`config.mk`:
```
export PLATFORM = sky130hd
export DESIGN_NAME = idbr_resolve
export DESIGN_NICKNAME = d
export VERILOG_FILES = /design/src/rtl/idbr_pkg.sv /design/src/rtl/idbr_decode.sv /design/src/rtl/idbr_cond.sv /design/src/rtl/idbr_target.sv /design/src/rtl/idbr_resolve.sv
export SDC_FILE = /design/constraint.sdc
export NUM_CORES = 1
export LEC_CHECK = 0
export BUFFER_PORTS_ARGS = -buffer_cell sky130_fd_sc_hd__buf_2
export CAP_MARGIN = 20
export CORE_ASPECT_RATIO = 0.5
export CORE_MARGIN = 4
export CORE_UTILIZATION = 45
export DETAILED_ROUTE_END_ITERATION = 7
export GPL_ROUTABILITY_DRIVEN = 0
export PLACE_DENSITY = 0.88
export SLEW_MARGIN = 20
export SYNTH_ARGS = -nofsm -noshare
export SYNTH_HDL_FRONTEND = slang
export SYNTH_SLANG_ARGS = --single-unit
```
`constraint.sdc`:
```
create_clock -name vclk -period 15.7
set_input_delay 2.355 -clock vclk [all_inputs]
set_output_delay 2.355 -clock vclk [all_outputs]
set_load 0.03 [all_outputs]
```
`src/rtl/idbr_pkg.sv`:
```
package idbr_pkg;
   localparam int unsigned OPC_W  = 6;
   localparam int unsigned IMM_W  = 16;
   localparam int unsigned IDX_W  = 26;
   localparam int unsigned RSEL_W = 5;

   localparam logic [OPC_W-1:0] OPC_REGIMM = 6'b000001;
   localparam logic [OPC_W-1:0] OPC_JUMP   = 6'b000010;
   localparam logic [OPC_W-1:0] OPC_JLINK  = 6'b000011;
   localparam logic [OPC_W-1:0] OPC_EQ     = 6'b000100;
   localparam logic [OPC_W-1:0] OPC_NE     = 6'b000101;
   localparam logic [OPC_W-1:0] OPC_GTZ    = 6'b000111;
   localparam logic [RSEL_W-1:0] RT_GEZ    = 5'b00001;

   typedef enum logic [1:0] {
      PCSEL_SEQ = 2'd0,
      PCSEL_BR  = 2'd1,
      PCSEL_JMP = 2'd2
   } pc_sel_e;

   typedef struct packed {
      logic is_eq;
      logic is_ne;
      logic is_gtz;
      logic is_gez;
      logic is_jmp;
   } xfer_class_t;
endpackage

```
`src/rtl/idbr_decode.sv`:
```
module idbr_decode
   import idbr_pkg::*;
#(
   parameter bit JLINK_EN = 1'b1
) (
   input  logic [31:0]  instr_i,
   output xfer_class_t  cls_o
);
   logic [OPC_W-1:0]  opc;
   logic [RSEL_W-1:0] rt_field;
   logic              jlink_hit;

   assign opc      = instr_i[31:26];
   assign rt_field = instr_i[20:16];

   generate
      if (JLINK_EN) begin : g_jlink
         assign jlink_hit = (opc == OPC_JLINK);
      end else begin : g_nojlink
         assign jlink_hit = 1'b0;
      end
   endgenerate

   always_comb begin
      cls_o        = '0;
      cls_o.is_eq  = (opc == OPC_EQ);
      cls_o.is_ne  = (opc == OPC_NE);
      cls_o.is_gtz = (opc == OPC_GTZ);
      cls_o.is_gez = (opc == OPC_REGIMM) && (rt_field == RT_GEZ);
      cls_o.is_jmp = (opc == OPC_JUMP) || jlink_hit;
   end


   always_comb begin
      gez_field_chk: assert (!cls_o.is_gez || (instr_i[20:16] == 5'b00001))
         else $error("R5 greater-or-equal class without matching rt field");
   end


   always_comb begin
      class_onehot_chk: assert ($onehot0(cls_o))
         else $error("R1 more than one transfer class decoded");
   end
endmodule

```
`src/rtl/idbr_cond.sv`:
```
module idbr_cond
   import idbr_pkg::*;
#(
   parameter int unsigned XLEN = 32
) (
   input  xfer_class_t       cls_i,
   input  logic [XLEN-1:0]   rs_val_i,
   input  logic [XLEN-1:0]   rt_val_i,
   output logic              br_taken_o
);
   localparam int unsigned SIGN_BIT = XLEN - 1;

   logic rs_zero;
   logic rs_neg;
   logic rs_eq_rt;

   assign rs_zero  = ~|rs_val_i;
   assign rs_neg   = rs_val_i[SIGN_BIT];
   assign rs_eq_rt = ~|(rs_val_i ^ rt_val_i);

   always_comb begin
      br_taken_o = (cls_i.is_eq  &  rs_eq_rt)
                 | (cls_i.is_ne  & ~rs_eq_rt)
                 | (cls_i.is_gtz & ~rs_zero & ~rs_neg)
                 | (cls_i.is_gez & ~rs_neg);
   end


   always_comb begin
      eq_cond_chk: assert (!(cls_i.is_eq && br_taken_o) || (rs_val_i == rt_val_i))
         else $error("R2 equal branch taken on unequal operands");
   end


   always_comb begin
      gtz_cond_chk: assert (!(cls_i.is_gtz && br_taken_o) || ($signed(rs_val_i) > 0))
         else $error("R4 greater-than-zero branch taken on non-positive value");
   end


   always_comb begin
      idle_cond_chk: assert (($countones(cls_i) != 0) || !br_taken_o)
         else $error("R7 condition true without a branch class");
   end
endmodule

```
`src/rtl/idbr_target.sv`:
```
module idbr_target
   import idbr_pkg::*;
#(
   parameter int unsigned XLEN      = 32,
   parameter int unsigned WORD_SHIFT = 2
) (
   input  logic [31:0]      instr_i,
   input  logic [XLEN-1:0]  npc_i,
   output logic [XLEN-1:0]  seq_pc_o,
   output logic [XLEN-1:0]  br_pc_o,
   output logic [XLEN-1:0]  jmp_pc_o
);
   localparam int unsigned REGION_LSB = IDX_W + WORD_SHIFT;
   localparam int unsigned EXT_W      = XLEN - IMM_W - WORD_SHIFT;
   localparam logic [XLEN-1:0] STEP   = XLEN'(1) << WORD_SHIFT;

   logic [IMM_W-1:0] imm;
   logic [XLEN-1:0]  offset;

   assign imm    = instr_i[IMM_W-1:0];
   assign offset = {{EXT_W{imm[IMM_W-1]}}, imm, {WORD_SHIFT{1'b0}}};

   assign seq_pc_o = npc_i + STEP;
   assign br_pc_o  = npc_i + offset;
   assign jmp_pc_o = {npc_i[XLEN-1:REGION_LSB], instr_i[IDX_W-1:0], {WORD_SHIFT{1'b0}}};


   always_comb begin
      jmp_region_chk: assert (jmp_pc_o[XLEN-1:REGION_LSB] == npc_i[XLEN-1:REGION_LSB])
         else $error("R1 jump target left the current region");
   end


   always_comb begin
      br_align_chk: assert (br_pc_o[WORD_SHIFT-1:0] == npc_i[WORD_SHIFT-1:0])
         else $error("R6 branch target alignment differs from base");
   end
endmodule

```
`src/rtl/idbr_resolve.sv`:
```
module idbr_resolve
   import idbr_pkg::*;
#(
   parameter int unsigned XLEN     = 32,
   parameter bit          JLINK_EN = 1'b1
) (
   input  logic [31:0]      instr_i,
   input  logic [XLEN-1:0]  rs_val_i,
   input  logic [XLEN-1:0]  rt_val_i,
   input  logic [XLEN-1:0]  npc_i,
   output logic [XLEN-1:0]  next_pc_o,
   output logic             taken_o
);
   localparam int unsigned WORD_SHIFT = 2;

   generate
      if (XLEN < 32) begin : g_bad_xlen
         $error("idbr_resolve: XLEN must be at least 32");
      end
   endgenerate

   xfer_class_t     cls;
   logic            br_taken;
   logic [XLEN-1:0] seq_pc;
   logic [XLEN-1:0] br_pc;
   logic [XLEN-1:0] jmp_pc;
   pc_sel_e         sel;

   idbr_decode #(.JLINK_EN(JLINK_EN)) decode_i (
      .instr_i (instr_i),
      .cls_o   (cls)
   );

   idbr_cond #(.XLEN(XLEN)) cond_i (
      .cls_i      (cls),
      .rs_val_i   (rs_val_i),
      .rt_val_i   (rt_val_i),
      .br_taken_o (br_taken)
   );

   idbr_target #(.XLEN(XLEN), .WORD_SHIFT(WORD_SHIFT)) target_i (
      .instr_i  (instr_i),
      .npc_i    (npc_i),
      .seq_pc_o (seq_pc),
      .br_pc_o  (br_pc),
      .jmp_pc_o (jmp_pc)
   );

   always_comb begin
      if (cls.is_jmp)      sel = PCSEL_JMP;
      else if (br_taken)   sel = PCSEL_BR;
      else                 sel = PCSEL_SEQ;
   end

   always_comb begin
      case (sel)
         PCSEL_JMP: next_pc_o = jmp_pc;
         PCSEL_BR:  next_pc_o = br_pc;
         default:   next_pc_o = seq_pc;
      endcase
   end

   assign taken_o = (sel != PCSEL_SEQ);


   always_comb begin
      seq_path_chk: assert (taken_o || (next_pc_o == npc_i + (XLEN'(1) << WORD_SHIFT)))
         else $error("R7 untaken result is not the sequential address");
   end


   always_comb begin
      jump_taken_chk: assert (!cls.is_jmp || taken_o)
         else $error("R1 jump not reported as taken");
   end
endmodule

```
Yosys cells after proc, flatten, opt, wreduce, memory -nomap -nowiden

Cells that the tools add are included.

Add/subtract/negate cells: 2
Eq/ne operators: 9
Multiplexer cells: 3
Bitwise operators: 10
Reductions and logical operators: 6

Operator list:

| kind                  | count |
|---|---|
| $pmux 32 s2           | 1 |
| $reduce_or 32->1      | 2 |
| $add 32x3->32 const B | 1 |
| $add 32x32->32        | 1 |
| $xor 32x32->32        | 1 |
| $eq 6x3->1 const B    | 3 |
| $eq 6x2->1 const B    | 2 |
| $eq 6x1->1 const B    | 1 |
| $and 1x1->1           | 5 |
| $eq 5x1->1 const B    | 1 |
| $or 1x1->1            | 3 |
| $eq 2x1->1 const B    | 1 |
| $eq 2x2->1 const B    | 1 |
| $mux 2                | 1 |
| $reduce_bool 2->1     | 1 |
| $logic_and 1x1->1     | 1 |
| $logic_not 1->1       | 1 |
| $logic_or 1x1->1      | 1 |
| $mux 1                | 1 |
| $not 1->1             | 1 |

Bits in registers: 0
Bits of input ports: 128
Logic and storage cells: 30

Depth between registers and ports, before layout

Depth after elaboration: 11
Mapped depth: 18

By module

A second synthesis with hierarchy kept.

Cell total of the unflattened synthesis: 519
Area, all modules: 3709.8 um^2

By module, submodules not included:

| module       | times used | cells each | area an instance (um^2) |
|---|---|---|---|
| idbr_target  | 1          | 343        | 2476.1 |
| idbr_resolve | 1          | 108        | 711.9 |
| idbr_cond    | 1          | 57         | 447.9 |
| idbr_decode  | 1          | 11         | 73.8 |

Least setup slack after synthesis

No wires, ideal clock.

Path kind: input-to-output
From: input instr_i[19]
To: output next_pc_o[12]
Data arrival time: 6.381 ns
Required time: 13.345 ns
Setup slack: 6.964 ns
Stages: 17
Buffers on the path: 0
Cells stage by stage: or4b_1 > or4_1 > a21oi_1 > a21o_1 > a21oi_2 > nor2b_4 > nand2b_1 > ha_1 > fa_1 > a21o_1 > a21oi_1 > o21bai_1 > or3_1 > a21oi_1 > o221ai_1 > xnor2_1 > o21ai_0

Cells in the longest elaborated chain, start to end: 8

RTL lines:

| item                                            | line               | RTL |
|---|---|---|
| start: declaration                              | idbr_resolve.sv:7  | `input logic [31:0] instr_i,` |
| $eq 5x1->1 *                                    | idbr_decode.sv:29  | `cls_o.is_gez = (opc == OPC_REGIMM) && (rt_field == RT_GEZ);` |
| $logic_and 1x1->1 *                             | idbr_decode.sv:29  |  |
| $and 1x1->1 *                                   | idbr_cond.sv:25    | `\| (cls_i.is_gez & ~rs_neg);` |
| $or 1x1->1 *                                    | idbr_cond.sv:25    |  |
| $mux 1 *                                        | idbr_resolve.sv:51 | `else if (br_taken) sel = PCSEL_BR;` |
| $mux 2 *                                        | idbr_resolve.sv:50 | `if (cls.is_jmp) sel = PCSEL_JMP;` |
| $eq 2x1->1 / $eq 2x2->1 (equally long branches) | idbr_resolve.sv:56 | `case (sel)` |
| $pmux 32 s2 *                                   | idbr_resolve.sv:56 |  |
| end: declaration                                | idbr_resolve.sv:11 | `output logic [XLEN-1:0] next_pc_o,` |

Every way passes the cells marked *; elsewhere a longest branch is shown, timed or not.

Worst setup path in the final report

From: input instr_i[19]
To: output next_pc_o[30]

Same word-level chain as after synthesis.

==> out/metrics.cfg <==
[finish]
multiInputGateArea_um2 = 2379
nClkBuffers = 0
design_area_um2 = 3306
area_delta_synth_final_pct = 34.93
final_nets = 676
n_antenna_cell = 0
drive_above_1_share_pct = 32.95
regArea_um2 = 0
seq_cells = 0
fill_cells = 493

[routing]
avgRoutedWirePerCell_um = 14.96
dr_total_vias = 3285
drc = 0
wl_um = 8768
drt-pass1-iter-count = 5
viasPerCell = 5.606
drt_iter0_drc = 169
detail-route-antenna-nets = 0

[synthesis]
ys_warn_count = 0
syn-mean-instance-area_um2 = 6.730
synth_top_area_share_pct = 14.81
synthTopCellsByCount = 41 x xnor2_1, 40 x a21oi_1, 36 x nand2_1
yosysSeqAreaShare_pct = 0
syn_inst = 364
yosysUniqueCellTypes = 53
yosysTopAreaCell = ha_1
synth_most_common_cell = xnor2_1
syn-cell-area_um2 = 2450
synth_area_leaders = ha_1 15%, xnor2_1 15%, a21oi_1 8.2%, nand2_1 5.5%, and2_1 5.4%
synthesis.nets = 522

[outcome]
status = complete, no violations

[sta]
fin_crit_sh_pct = 57.57
max-slew-margin-rel_pct = 34.39
worstMarginPinSlew_ns = 0.9842
rsz0062_at_grt = false
setup_viol = 0
tns_ns = 0
final_hold_viol_count = 0
period_needed_ns = 9.039
slew_violations = 0
fmax_mhz = 110.6

[min_path]
min_from = npc_i[31]
hp-class = in -> out

[placed_design]
dpl.hpwl_um = 7565
port_buffers = 161
dpl_cell_area_um2 = 3306

[pwr]
clkPwrFrac_pct = 0
power_density_nw_per_um2 = 24.20
switching_share_pct = 57.26
p_switching_uw = 45.80
p_leak_uw = 0.001709
total_power_uw = 79.99
power_frac_comb_pct = 100.0
intPower_uw = 34.18
seq_power_share_pct = 0
ir_worst_vdd_mv = 0.01665

[worst_setup_path]
cp-startpoint = instr_i[19]
cp_data_required_time_ns = 13.35
crit_chain = buf_2, or4b_1, or4_1, a21oi_1, a21o_1, a21oi_2, nor2b_4, nand2b_1, ha_1, fa_1, a21o_1, a21oi_1, o211ai_1, a31oi_4, o21ai_2, a21oi_1, o32ai_1, nor3_1, buf_2
critPathKind = in -> out
endpoint_kind = output port
critical_path.max_stage_delay_ns = 0.51
cpMostUsedCell = a21oi_1
cp_max_fo = 16
crit_slowest_cell = or4b_1
crit_arrival_ns = 6.68
worstSetupStartpointType = input port
crit_path_end = next_pc_o[30]

[floorplan]
coreArea_um2 = 5090
pin_count = 161
dieArea_um2 = 6760
std_cell_rows = 18
die_h_um = 60.18
dieWidth_um = 112.3
start_util_pct = 48.13

[global_routing]
grt_pass1_vias = 3063
grt.total_usage_pct = 24.49
grt_max_degree = 40
antenna_found_initial = 0
grt_overflow = 0
grt_first_pass_wirelength_um = 13940

[clocking]
ctsHoldBuffers = 0
cts_setup_buffers = 0
cts_resized = 0

[run]
maxCapViolations = 0

## logic make-up after synthesis
kind of cell	after synthesis	share of synthesized area, %
compound gates	117	30.44
xor+xnor	53	18.95
fa+ha+maj	30	15.63
buf+inv	17	2.911
mux	2	0.8172
simple gates	145	31.26
## placed cells by master, fill, tap and decap left out, types with 4 or more instances in the layout
cell type,synthesis,layout
buf_2,0,161
inv_1,7,7
and3_1,8,8
ha_1,29,29
o211ai_1,4,4
nor4_1,11,11
a21oi_1,40,40
nor3_1,4,4
a21boi_0,5,5
nand2_1,36,36
nand2b_1,4,4
a21o_1,16,16
o21ai_0,23,23
xnor2_1,41,41
nor2_1,25,25
nand4_1,14,14
xor2_1,12,12
and2_1,21,21
nand3_1,8,8
## final cells by class
type,count,share of cell area (%)
Inverter,7,0.7949
Tap cell,70,2.650
Multi-Input combinational cell,347,71.95
Timing Repair Buffer,162,24.60
## worst max-delay path: cells and delay by family
| family | cells | cell delay (ns) |
|---|---|---|
| AO/OA/AOI/OAI | 10 | 1.96 |
| AND/OR/NAND/NOR | 5 | 1.43 |
| adder cells (fa/ha/maj) | 2 | 0.62 |
| buffers and inverters | 2 | 0.33 |
## layer usage
layer | track usage (%) | share of wire (%) | vias up
li1 | - | - | 1656
met1 | 30.89 | 43 | 1477
met2 | 44.37 | 47 | 134
met3 | 3.842 | 7.5 | 18
met4 | 6.336 | 2.4 | 0
met5 | 0 | 0 | -
## how the worst min path moves through the flow
| stage | endpoint | slack, ns | cells after the start |
|---|---|---|---|
| after floorplan | next_pc_o[31] | 4.89 | 1 |
| after global placement | next_pc_o[31] | 5.01 | 3 |
| after detailed placement | next_pc_o[31] | 5.02 | 3 |
| after CTS | next_pc_o[31] | 5.02 | 3 |
| after global routing | next_pc_o[31] | 5.02 | 3 |
| final | next_pc_o[31] | 5.01 | 3 |
## power by group through the flow
stage,clock network (uW),registers (uW),logic [uW]
final,0,0,80.0
after CTS,0,0,79.6
after detailed placement,0,0,79.2
after global placement,0,0,77.9
after global routing,0,0,86.7
after floorplan,0,0,46.8
## through the flow
stage	utilization, %	hold WS, ns	cells	setup WS (ns)
3_5_place_dp	64.95	5.016	586	6.712
2_1_floorplan	-	4.886	364	6.964
3_3_place_gp	64.95	5.014	586	6.853
5_1_grt	64.95	5.023	586	6.318
4_1_cts	64.95	5.017	586	6.703
6_report	64.95	5.015	586	6.661
Power figures use the tool's default switching activity.
